## src/rtl/ldet_pkg.sv

```systemverilog
package ldet_pkg;

    // Width of a segment-local result index; covers windows up to 32 bits.
    localparam int LDET_IDX_W = 5;

    typedef enum logic [1:0] {
        ST_IDLE = 2'd0,
        ST_A    = 2'd1,
        ST_B    = 2'd2,
        ST_C    = 2'd3
    } stage_e;

    // Result of one segment detector, index already offset into the window.
    typedef struct packed {
        logic                  hit;
        logic [LDET_IDX_W-1:0] idx;
    } det_res_t;

endpackage

```

## src/rtl/ldet_subdet.sv

```systemverilog
module ldet_subdet
    import ldet_pkg::*;
#(
    parameter int W   = 2,
    parameter int OFS = 0
) (
    input  logic         clk,
    input  logic         rst,
    input  logic         ld,
    input  logic [W-1:0] din,
    output logic [W-1:0] opd,
    output det_res_t     res
);

    // Operand register: loads only when this stage is entered, else holds.
    always_ff @(posedge clk) begin
        if (rst) begin
            opd <= '0;
        end else if (ld) begin
            opd <= din;
        end
    end

    // Lowest set bit wins; scan from the top so the lowest assignment stays.
    always_comb begin
        res = '0;
        for (int i = W - 1; i >= 0; i--) begin
            if (opd[i]) begin
                res.hit = 1'b1;
                res.idx = LDET_IDX_W'(OFS + i);
            end
        end
    end

endmodule

```

## src/rtl/ldet_seq.sv

```systemverilog
module ldet_seq
    import ldet_pkg::*;
(
    input  logic   clk,
    input  logic   rst,
    input  logic   en,
    input  logic   start,
    input  logic   hit_a,
    input  logic   hit_b,
    output stage_e state_q,
    output logic   accept,
    output logic   ld_b,
    output logic   ld_c,
    output logic   done
);

    stage_e state_d;

    always_comb begin
        done = ((state_q == ST_A) && hit_a) ||
               ((state_q == ST_B) && hit_b) ||
               (state_q == ST_C);
        accept = en && start && ((state_q == ST_IDLE) || done);
        ld_b   = en && (state_q == ST_A) && !hit_a;
        ld_c   = en && (state_q == ST_B) && !hit_b;
    end

    always_comb begin
        state_d = state_q;
        if (!en) begin
            state_d = ST_IDLE;
        end else if (accept) begin
            state_d = ST_A;
        end else begin
            unique case (state_q)
                ST_IDLE: state_d = ST_IDLE;
                ST_A:    state_d = hit_a ? ST_IDLE : ST_B;
                ST_B:    state_d = hit_b ? ST_IDLE : ST_C;
                ST_C:    state_d = ST_IDLE;
                default: state_d = ST_IDLE;
            endcase
        end
    end

    always_ff @(posedge clk) begin
        if (rst) begin
            state_q <= ST_IDLE;
        end else begin
            state_q <= state_d;
        end
    end

endmodule

```

## src/rtl/ldet_penc.sv

```systemverilog
module ldet_penc
    import ldet_pkg::*;
#(
    parameter int POS_W = 4
) (
    input  stage_e           state_q,
    input  det_res_t         res_a,
    input  det_res_t         res_b,
    input  det_res_t         res_c,
    output logic [POS_W-1:0] pos,
    output logic             found
);

    det_res_t sel;

    // Only the segment of the current stage is consulted.
    always_comb begin
        unique case (state_q)
            ST_A:    sel = res_a;
            ST_B:    sel = res_b;
            ST_C:    sel = res_c;
            default: sel = '0;
        endcase
        found = sel.hit;
        pos   = sel.hit ? POS_W'(sel.idx) : '0;
    end

endmodule

```

## src/rtl/ldet_staged_top.sv

```systemverilog
module ldet_staged_top
    import ldet_pkg::*;
#(
    parameter int WIN_W = 16,
    parameter int A_W   = 2,
    parameter int B_W   = 4,
    localparam int C_W   = WIN_W - A_W - B_W,
    localparam int POS_W = $clog2(WIN_W)
) (
    input  logic             clk,
    input  logic             rst,
    input  logic             en,
    input  logic             start,
    input  logic [WIN_W-1:0] win,
    output logic [POS_W-1:0] pos,
    output logic             found,
    output logic             done
);

    stage_e           state_q;
    logic             accept;
    logic             ld_b;
    logic             ld_c;
    logic             hit_a;
    logic             hit_b;
    logic             pe_found;
    logic [POS_W-1:0] pe_pos;
    logic [WIN_W-1:A_W] tail_q;
    logic [A_W-1:0]   opd_a;
    logic [B_W-1:0]   opd_b;
    logic [C_W-1:0]   opd_c;
    det_res_t         res_a;
    det_res_t         res_b;
    det_res_t         res_c;

    // Later-segment bits wait here until their stage is entered.
    always_ff @(posedge clk) begin
        if (rst) begin
            tail_q <= '0;
        end else if (accept) begin
            tail_q <= win[WIN_W-1:A_W];
        end
    end

    ldet_seq u_seq (
        .clk     (clk),
        .rst     (rst),
        .en      (en),
        .start   (start),
        .hit_a   (hit_a),
        .hit_b   (hit_b),
        .state_q (state_q),
        .accept  (accept),
        .ld_b    (ld_b),
        .ld_c    (ld_c),
        .done    (done)
    );

    ldet_subdet #(.W(A_W), .OFS(0)) u_det_a (
        .clk (clk),
        .rst (rst),
        .ld  (accept),
        .din (win[A_W-1:0]),
        .opd (opd_a),
        .res (res_a)
    );

    ldet_subdet #(.W(B_W), .OFS(A_W)) u_det_b (
        .clk (clk),
        .rst (rst),
        .ld  (ld_b),
        .din (tail_q[A_W+B_W-1:A_W]),
        .opd (opd_b),
        .res (res_b)
    );

    ldet_subdet #(.W(C_W), .OFS(A_W + B_W)) u_det_c (
        .clk (clk),
        .rst (rst),
        .ld  (ld_c),
        .din (tail_q[WIN_W-1:A_W+B_W]),
        .opd (opd_c),
        .res (res_c)
    );

    assign hit_a = res_a.hit;
    assign hit_b = res_b.hit;

    ldet_penc #(.POS_W(POS_W)) u_penc (
        .state_q (state_q),
        .res_a   (res_a),
        .res_b   (res_b),
        .res_c   (res_c),
        .pos     (pe_pos),
        .found   (pe_found)
    );

    // Results are shown only on the done cycle.
    assign pos   = done ? pe_pos : '0;
    assign found = done & pe_found;

endmodule

```

## config.mk

```make
export PLATFORM = sky130hd
export DESIGN_NAME = ldet_staged_top
export DESIGN_NICKNAME = d
export VERILOG_FILES = /design/src/rtl/ldet_pkg.sv /design/src/rtl/ldet_subdet.sv /design/src/rtl/ldet_seq.sv /design/src/rtl/ldet_penc.sv /design/src/rtl/ldet_staged_top.sv
export SDC_FILE = /design/constraint.sdc
export NUM_CORES = 1
export LEC_CHECK = 0
export CAP_MARGIN = 15
export CORE_ASPECT_RATIO = 1.2
export CORE_MARGIN = 1
export CORE_UTILIZATION = 54
export CTS_CLUSTER_DIAMETER = 120
export CTS_CLUSTER_SIZE = 8
export DETAILED_ROUTE_END_ITERATION = 12
export HOLD_SLACK_MARGIN = 0.05
export PLACE_DENSITY = 0.85
export SLEW_MARGIN = 5
export SYNTH_ARGS = -nofsm -noshare
export SYNTH_HDL_FRONTEND = slang
export SYNTH_SLANG_ARGS = --single-unit
```

## constraint.sdc

```tcl
create_clock -name clk -period 4.1 [get_ports clk]
set_clock_uncertainty 0.15 [all_clocks]
set_input_delay 1.23 -clock clk [delete_from_list [all_inputs] [get_ports clk]]
set_output_delay 1.23 -clock clk [all_outputs]
set_load 0.02 [all_outputs]
```

==> results of run 1 <==
-- stage by stage --
step | hold WS, ns | total power [mW] | cell area (µm²)
2_1_floorplan | 0.275 | 0.367 | 1390
3_3_place_gp | 0.294 | 0.388 | 1640
3_5_place_dp | 0.298 | 0.389 | 1640
4_1_cts | 0.311 | 0.621 | 1720
5_1_grt | 0.323 | 0.642 | 1720
6_report | 0.308 | 0.614 | 1720
-- cell usage in the layout, fill, tap and decap left out, drive strengths merged, types with 2 or more instances in the layout --
cell and instances:
nand2 28, o22ai 2, clkbuf 6, o31a 4, a21oi 20, nor4 2
nor2 24, mux2i 16, inv 3, clkdlybuf4s50 25, dfxtp 32, nand2b 3
nand3 4
-- sequential cells by signal (all words and copies together), names as in the netlist --
name and count:
u_seq.state_q 2, u_det_a.opd 2, u_det_b.opd 4, u_det_c.opd 10, tail_q 14
-- worst max path at each step --
stage,from,endpoint,slack [ns],cells past startpoint
4_1_cts,u_det_c.opd[9],found,0.50,5
3_5_place_dp,u_det_c.opd[9],found,0.88,5
6_report,u_det_c.opd[9],found,0.50,5
2_1_floorplan,u_seq.state_q[1],pos[0],1.33,2
5_1_grt,u_det_c.opd[9],found,0.37,5
3_3_place_gp,u_det_c.opd[9],found,0.92,5
-- layer usage --
metal | part of all wire [%] | routed length (µm)
met1 | 45 | 1250
met2 | 48 | 1320
met3 | 3.6 | 100
met4 | 2.7 | 75
met5 | 0 | 0
-- Yosys cell counts (all sizes together) --
master   n  area [µm²]
a311oi   1        15.0
clkbuf   5        18.8
o41ai    1        8.76
inv      3        11.3
buf      3        36.3
nor3b    1        7.51
and2b    1        10.0
nand2b   3        18.8
dfxtp   32         641
mux2i   16         160
o31a     4        35.0
and3b    1        8.76
nand4    1        6.26
nand3    4        20.0
or4      1        7.51
nor4b    1        23.8
o21bai   1        7.51
a21oi   20         100
o21ai    1        5.00
or2      1        6.26
a21boi   1        7.51
nor2    24        90.1
o22ai    2        12.5
nand2   28         105
nor4     2        12.5
nor2b    1        6.26
and4     1        8.76
-- area by class of cell --
type | count | area (µm²)
inverters | 3 | 11.3
repair buffers | 26 | 258
fillers | 189 | 634
multi-input cells | 117 | 694
flip-flops and latches | 32 | 641
clock buffers | 6 | 41.3
clock inverters | 2 | 35.0
well taps | 31 | 38.8
-- where the power goes --
group          switching (mW)  leakage [nW]  internal, mW
logic                  0.0235         0.291        0.0319
clock network           0.104        0.0422         0.128
registers             0.00696         0.260         0.320
total                   0.135         0.593         0.480
-- cells by family (layout without fill, tap and decap cells) --
logic type	after synthesis	count (layout)
compound gates	31	31
simple gates	70	70
mux	16	16
buf+inv	11	37
flops	32	32
-- critical path, stage by stage, from the launching register on --
cell	delay, ns
sky130_fd_sc_hd__dfxtp_1	0.35
sky130_fd_sc_hd__or4_1	0.56
sky130_fd_sc_hd__nor2b_1	0.17
sky130_fd_sc_hd__a21oi_1	0.08
sky130_fd_sc_hd__or2_1	0.20
sky130_fd_sc_hd__clkdlybuf4s50_1	0.53
==> metrics, run 1 <==
clock input transition at the sequential cells of the worst setup and hold paths=0.10 ns; remaining number of nets flagged by the antenna check after routing=0; cell count of the worst reg-to-reg path=4; GR Layer Usage met1=27.7%; # placed instances=209; first-pass GRT wire length=4800 µm; Die Wd=48.3 µm; worst slew pin tran=1.05 ns; detailed placement HPWL=1970 µm; cts-stage hold buffer count=0; max_cap viols=0; maximum VDD drop=0.302 mV; fraction of final layout cells sized beyond drive strength 1=5.91%; maximum frequency from static timing analysis=0.278 GHz; hold path startpoint=tail_q[7]; number of global-route vias before repair=1111; number of setup violations in the final report=0; dominant combinational cell family by area after synthesis=simple AND/OR/NAND/NOR gates; Top Ports=26; Overflow after GRT=0; Antenna Cells=0; run status=completed; site row count=19; clock net sink count=32; overall die height=57.6 µm; count of unique library cells instantiated by Yosys=29; Worst Path Required=2.72 ns; Final Cycle Share=87.8%; clock latency reported for the late side of the worst-skew pair=0.33 ns; compound-cell area share of the yosys netlist=13.8%; met2 Use GR=38.2%; register-to-register setup slack=2.32 ns; net count after synthesis=180; critical path start-end classification=register to primary output; area delta synth->final=23.7%; number of standard cells in the final layout excluding fillers=217; startpoint class of the critical path=register; number of warnings printed during yosys synthesis=0; setup fix buffers added after clock tree synthesis=0; Avg WL per Cell=12.7 µm; time the worst path needs with I/O delays and setup=3.60 ns; Seq cells post-synth=32; CP max FO=4; multiplexer fraction of the synthesized cell area=11.5%; Max Root-Sink Buffers=2; gp weighted congestion=0.809; DRC violations left=0; Starting Density=59.1%; Seq/Total Area, Yosys=46.1%; floorplan die area=2780 µm²; average footprint of a synthesized cell=8.69 µm²; depth of the worst hold-timing path=2; Final Max Tran Viols=0; CTS tree=built; synthesized netlist cell count=160; CTS root buf=sky130_fd_sc_hd__clkbuf_4; Hold EP=u_det_c.opd[1]; initial DRC count=33; slew margin rel.=30.0%; reg2reg start=u_det_b.opd[0]; TritonCTS buffer count=5; H-tree Lvls=2; vias=1172; initial antenna violation count=0; layer with the highest usage after global routing=met2; endpoint type of the worst setup path=primary output; setup ws final=0.499 ns; Setup Slack @ Placement=0.883 ns; largest net degree at the start of global routing=33; Post-CTS Resized=0; area of the core=2350 µm²; Total Wirelength=2750 µm; adder-cell area share of the yosys netlist=0%; drt pass-1 iters=4; Overall Global Routing Usage=23.0%; crit path DAT=2.22 ns; end of the worst register-to-register path=u_det_c.opd[3]; leakage component of the power=0.593 nW; Util after Layout=73.0%; Port Buffers=25; setup_tns=0 ns; power density cells=357 nW/µm²; unrepaired setup endpoints after global routing=false; XOR/XNOR share of the synthesized area=0%; met3 usage in global routing=4.00%; netlist area before placement=1390 µm²; simple-gate portion of the synthesized area=23.9%; Post-layout nets=205; Final Hold Viols=0; via count normalized by instance count=5.40; path type of the worst min-delay path=register to register
Power figures use the tool's default switching activity.
==> run 2: changes to the inputs <==
--- a/config.mk
+++ b/config.mk
@@ -8,12 +8,12 @@
 export CAP_MARGIN = 15
 export CORE_ASPECT_RATIO = 1.2
 export CORE_MARGIN = 1
-export CORE_UTILIZATION = 54
+export CORE_UTILIZATION = 25
 export CTS_CLUSTER_DIAMETER = 120
 export CTS_CLUSTER_SIZE = 8
 export DETAILED_ROUTE_END_ITERATION = 12
 export HOLD_SLACK_MARGIN = 0.05
-export PLACE_DENSITY = 0.85
+export PLACE_DENSITY = 0.47
 export SLEW_MARGIN = 5
 export SYNTH_ARGS = -nofsm -noshare
 export SYNTH_HDL_FRONTEND = slang
==> run 2 against run 1 <==
Combinational power up 3%. Count of clock-buffer cells in the layout unchanged. Non-clock buffer count up 1. Clock power up 26%.
==> metrics, run 2 (same netlist as run 1, synthesis figures left out) <==
reg2reg start=u_seq.state_q[1] (was u_det_b.opd[0]); maximum frequency from static timing analysis=0.282 GHz (was 0.278 GHz); site row count=29 (was 19); Port Buffers=25 (unchanged); number of setup violations in the final report=0 (unchanged); most common cell after layout, fill and taps aside=sky130_fd_sc_hd__dfxtp_1 (unchanged); Top Ports=26 (unchanged); vias=1160 (was 1172); number of fill cells in the layout=570 (was 189); remaining number of nets flagged by the antenna check after routing=0 (unchanged); cell chain of the critical path=or4_1, nor2b_1, a21oi_1, or2_1, clkdlybuf4s50_1 (unchanged); first-pass GRT wire length=5150 µm (was 4800 µm); H-tree Lvls=2 (unchanged); Setup Slack @ Placement=0.860 ns (was 0.883 ns); crit path DAT=2.16 ns (was 2.22 ns); overall die height=83.7 µm (was 57.6 µm); Final Cycle Share=86.4% (was 87.8%); hold path startpoint=tail_q[6] (was tail_q[7]); drt pass-1 iters=4 (unchanged); cell count of the worst reg-to-reg path=5 (was 4); number of flip-flops in the largest register=14 (unchanged); Overflow after GRT=0 (unchanged); CTS tree=built (unchanged); via count normalized by instance count=4.66 (was 5.40); Worst Path Required=2.72 ns (about the same); startpoint class of the critical path=register (unchanged); setup ws final=0.556 ns (was 0.499 ns); setup_tns=0 ns (unchanged); Avg WL per Cell=12.2 µm (was 12.7 µm); most frequent cells in the layout=sky130_fd_sc_hd__dfxtp_1 (32), sky130_fd_sc_hd__nand2_1 (28), sky130_fd_sc_hd__clkdlybuf4s50_1 (25) (unchanged); setup fix buffers added after clock tree synthesis=0 (unchanged); endpoint type of the worst setup path=primary output (unchanged); cts-stage hold buffer count=0 (unchanged); Post-layout nets=206 (was 205); unrepaired setup endpoints after global routing=false (unchanged); initial DRC count=49 (was 33); Antenna Cells=0 (unchanged); CP max FO=4 (unchanged); largest reg by FF count=tail_q (unchanged); Final Max Tran Viols=0 (unchanged); clock latency reported for the late side of the worst-skew pair=0.28 ns (was 0.33 ns); area delta synth->final=29.3% (was 23.7%); critical path start-end classification=register to primary output (unchanged); Critical Path Source=u_det_c.opd[9] (unchanged); clock input transition at the sequential cells of the worst setup and hold paths=0.07 ns (was 0.10 ns); Starting Density=26.1% (was 59.1%); number of global-route vias before repair=1134 (was 1111); time the worst path needs with I/O delays and setup=3.54 ns (was 3.60 ns); largest net degree at the start of global routing=33 (unchanged); Post-CTS Resized=0 (unchanged); fraction of final layout cells sized beyond drive strength 1=6.42% (was 5.91%); max_cap viols=0 (unchanged); Max Root-Sink Buffers=2 (unchanged); run status=completed (unchanged); path type of the worst min-delay path=register to register (unchanged); detailed placement HPWL=2190 µm (was 1970 µm); gp weighted congestion=0.853 (was 0.809); largest incremental delay on the critical path=0.55 ns (was 0.56 ns); worst slew pin tran=0.517 ns (was 1.05 ns); registers with the most flip-flops=tail_q: 14 flops, u_det_c.opd: 10 flops, u_det_b.opd: 4 flops (unchanged); TritonCTS buffer count=5 (unchanged); floorplan die area=5860 µm² (was 2780 µm²); slowest cell on the critical path=sky130_fd_sc_hd__or4_1 (unchanged); DRC violations left=0 (unchanged); CTS root buf=sky130_fd_sc_hd__clkbuf_8 (was sky130_fd_sc_hd__clkbuf_4); Total Wirelength=3040 µm (was 2750 µm); Die Wd=70.1 µm (was 48.3 µm); leakage component of the power=0.611 nW (was 0.593 nW); Final Hold Viols=0 (unchanged); Overall Global Routing Usage=11.2% (was 23.0%); area of the core=5330 µm² (was 2350 µm²); depth of the worst hold-timing path=2 (unchanged); clock net sink count=32 (unchanged); power density cells=377 nW/µm² (was 357 nW/µm²); maximum VDD drop=0.189 mV (was 0.302 mV); initial antenna violation count=0 (unchanged); slew margin rel.=65.4% (was 30.0%)
[run 2: cell types whose count changed in the layout (fill, tap and decap cells not counted)]
| cell | previous run | this run |
|---|---|---|
| sky130_fd_sc_hd__buf_4 | 1 | 2 |
| sky130_fd_sc_hd__clkbuf_8 | 0 | 5 |
| sky130_fd_sc_hd__clkbuf_4 | 5 | 0 |
[run 2: layout make-up]
class	instances	area, µm²	share of cell area (%)
clock buffer	6	72.6	4.04
clock inverter	2	35.0	1.95
inverter	3	11.3	0.627
multi-input combinational	117	694	38.6
sequential	32	641	35.7
tap	62	77.6	4.32
timing repair buffer	27	265	14.8
[run 2: through the flow]
stage / power, mW / hold WS (ns) / instances / area, µm² / util [%]
global route: 0.704 / 0.321 / 249 / 1800 / 33.7
finish: 0.677 / 0.306 / 249 / 1800 / 33.7
floorplan: 0.367 / 0.275 / 160 / 1390 / -
global placement: 0.391 / 0.295 / 241 / 1690 / 31.7
detailed placement: 0.392 / 0.296 / 241 / 1690 / 31.7
CTS: 0.688 / 0.299 / 249 / 1800 / 33.7
[run 2: worst max-delay path: cells and delay by family, from the launching register on]
kind	cells	cell delay, ns
AND/OR/NAND/NOR	3	0.93
flip-flops	1	0.33
AO/OA/AOI/OAI	1	0.08
buffers and inverters	1	0.54
[run 2: layer usage]
layer	GRT usage, %	wire [µm]	vias up
li1	-	-	598
met1	13.8	1500	538
met2	17.2	1340	19
met3	3.50	132	5
met4	6.00	75	0
met5	0	0	-
[run 2: final timing paths]
kind	slack (ns)	to
setup reg to reg	2.31	tail_q[15]
hold / removal	0.31	u_det_c.opd[0]
setup / recovery	0.56	found
hold reg to reg	0.31	u_det_c.opd[0]
[run 2: report_power, final]
group	internal [mW]	leakage, nW	switching, mW
sequential	0.320	0.260	0.00692
clock	0.180	0.0552	0.113
combinational	0.0325	0.296	0.0246
==> run 3: changes to the inputs <==
--- a/config.mk
+++ b/config.mk
@@ -14,7 +14,6 @@
 export DETAILED_ROUTE_END_ITERATION = 12
 export HOLD_SLACK_MARGIN = 0.05
 export PLACE_DENSITY = 0.47
-export SLEW_MARGIN = 5
 export SYNTH_ARGS = -nofsm -noshare
 export SYNTH_HDL_FRONTEND = slang
 export SYNTH_SLANG_ARGS = --single-unit
==> results of run 3 <==
No change in the layout: final DEF, timing and power equal those of run 2.
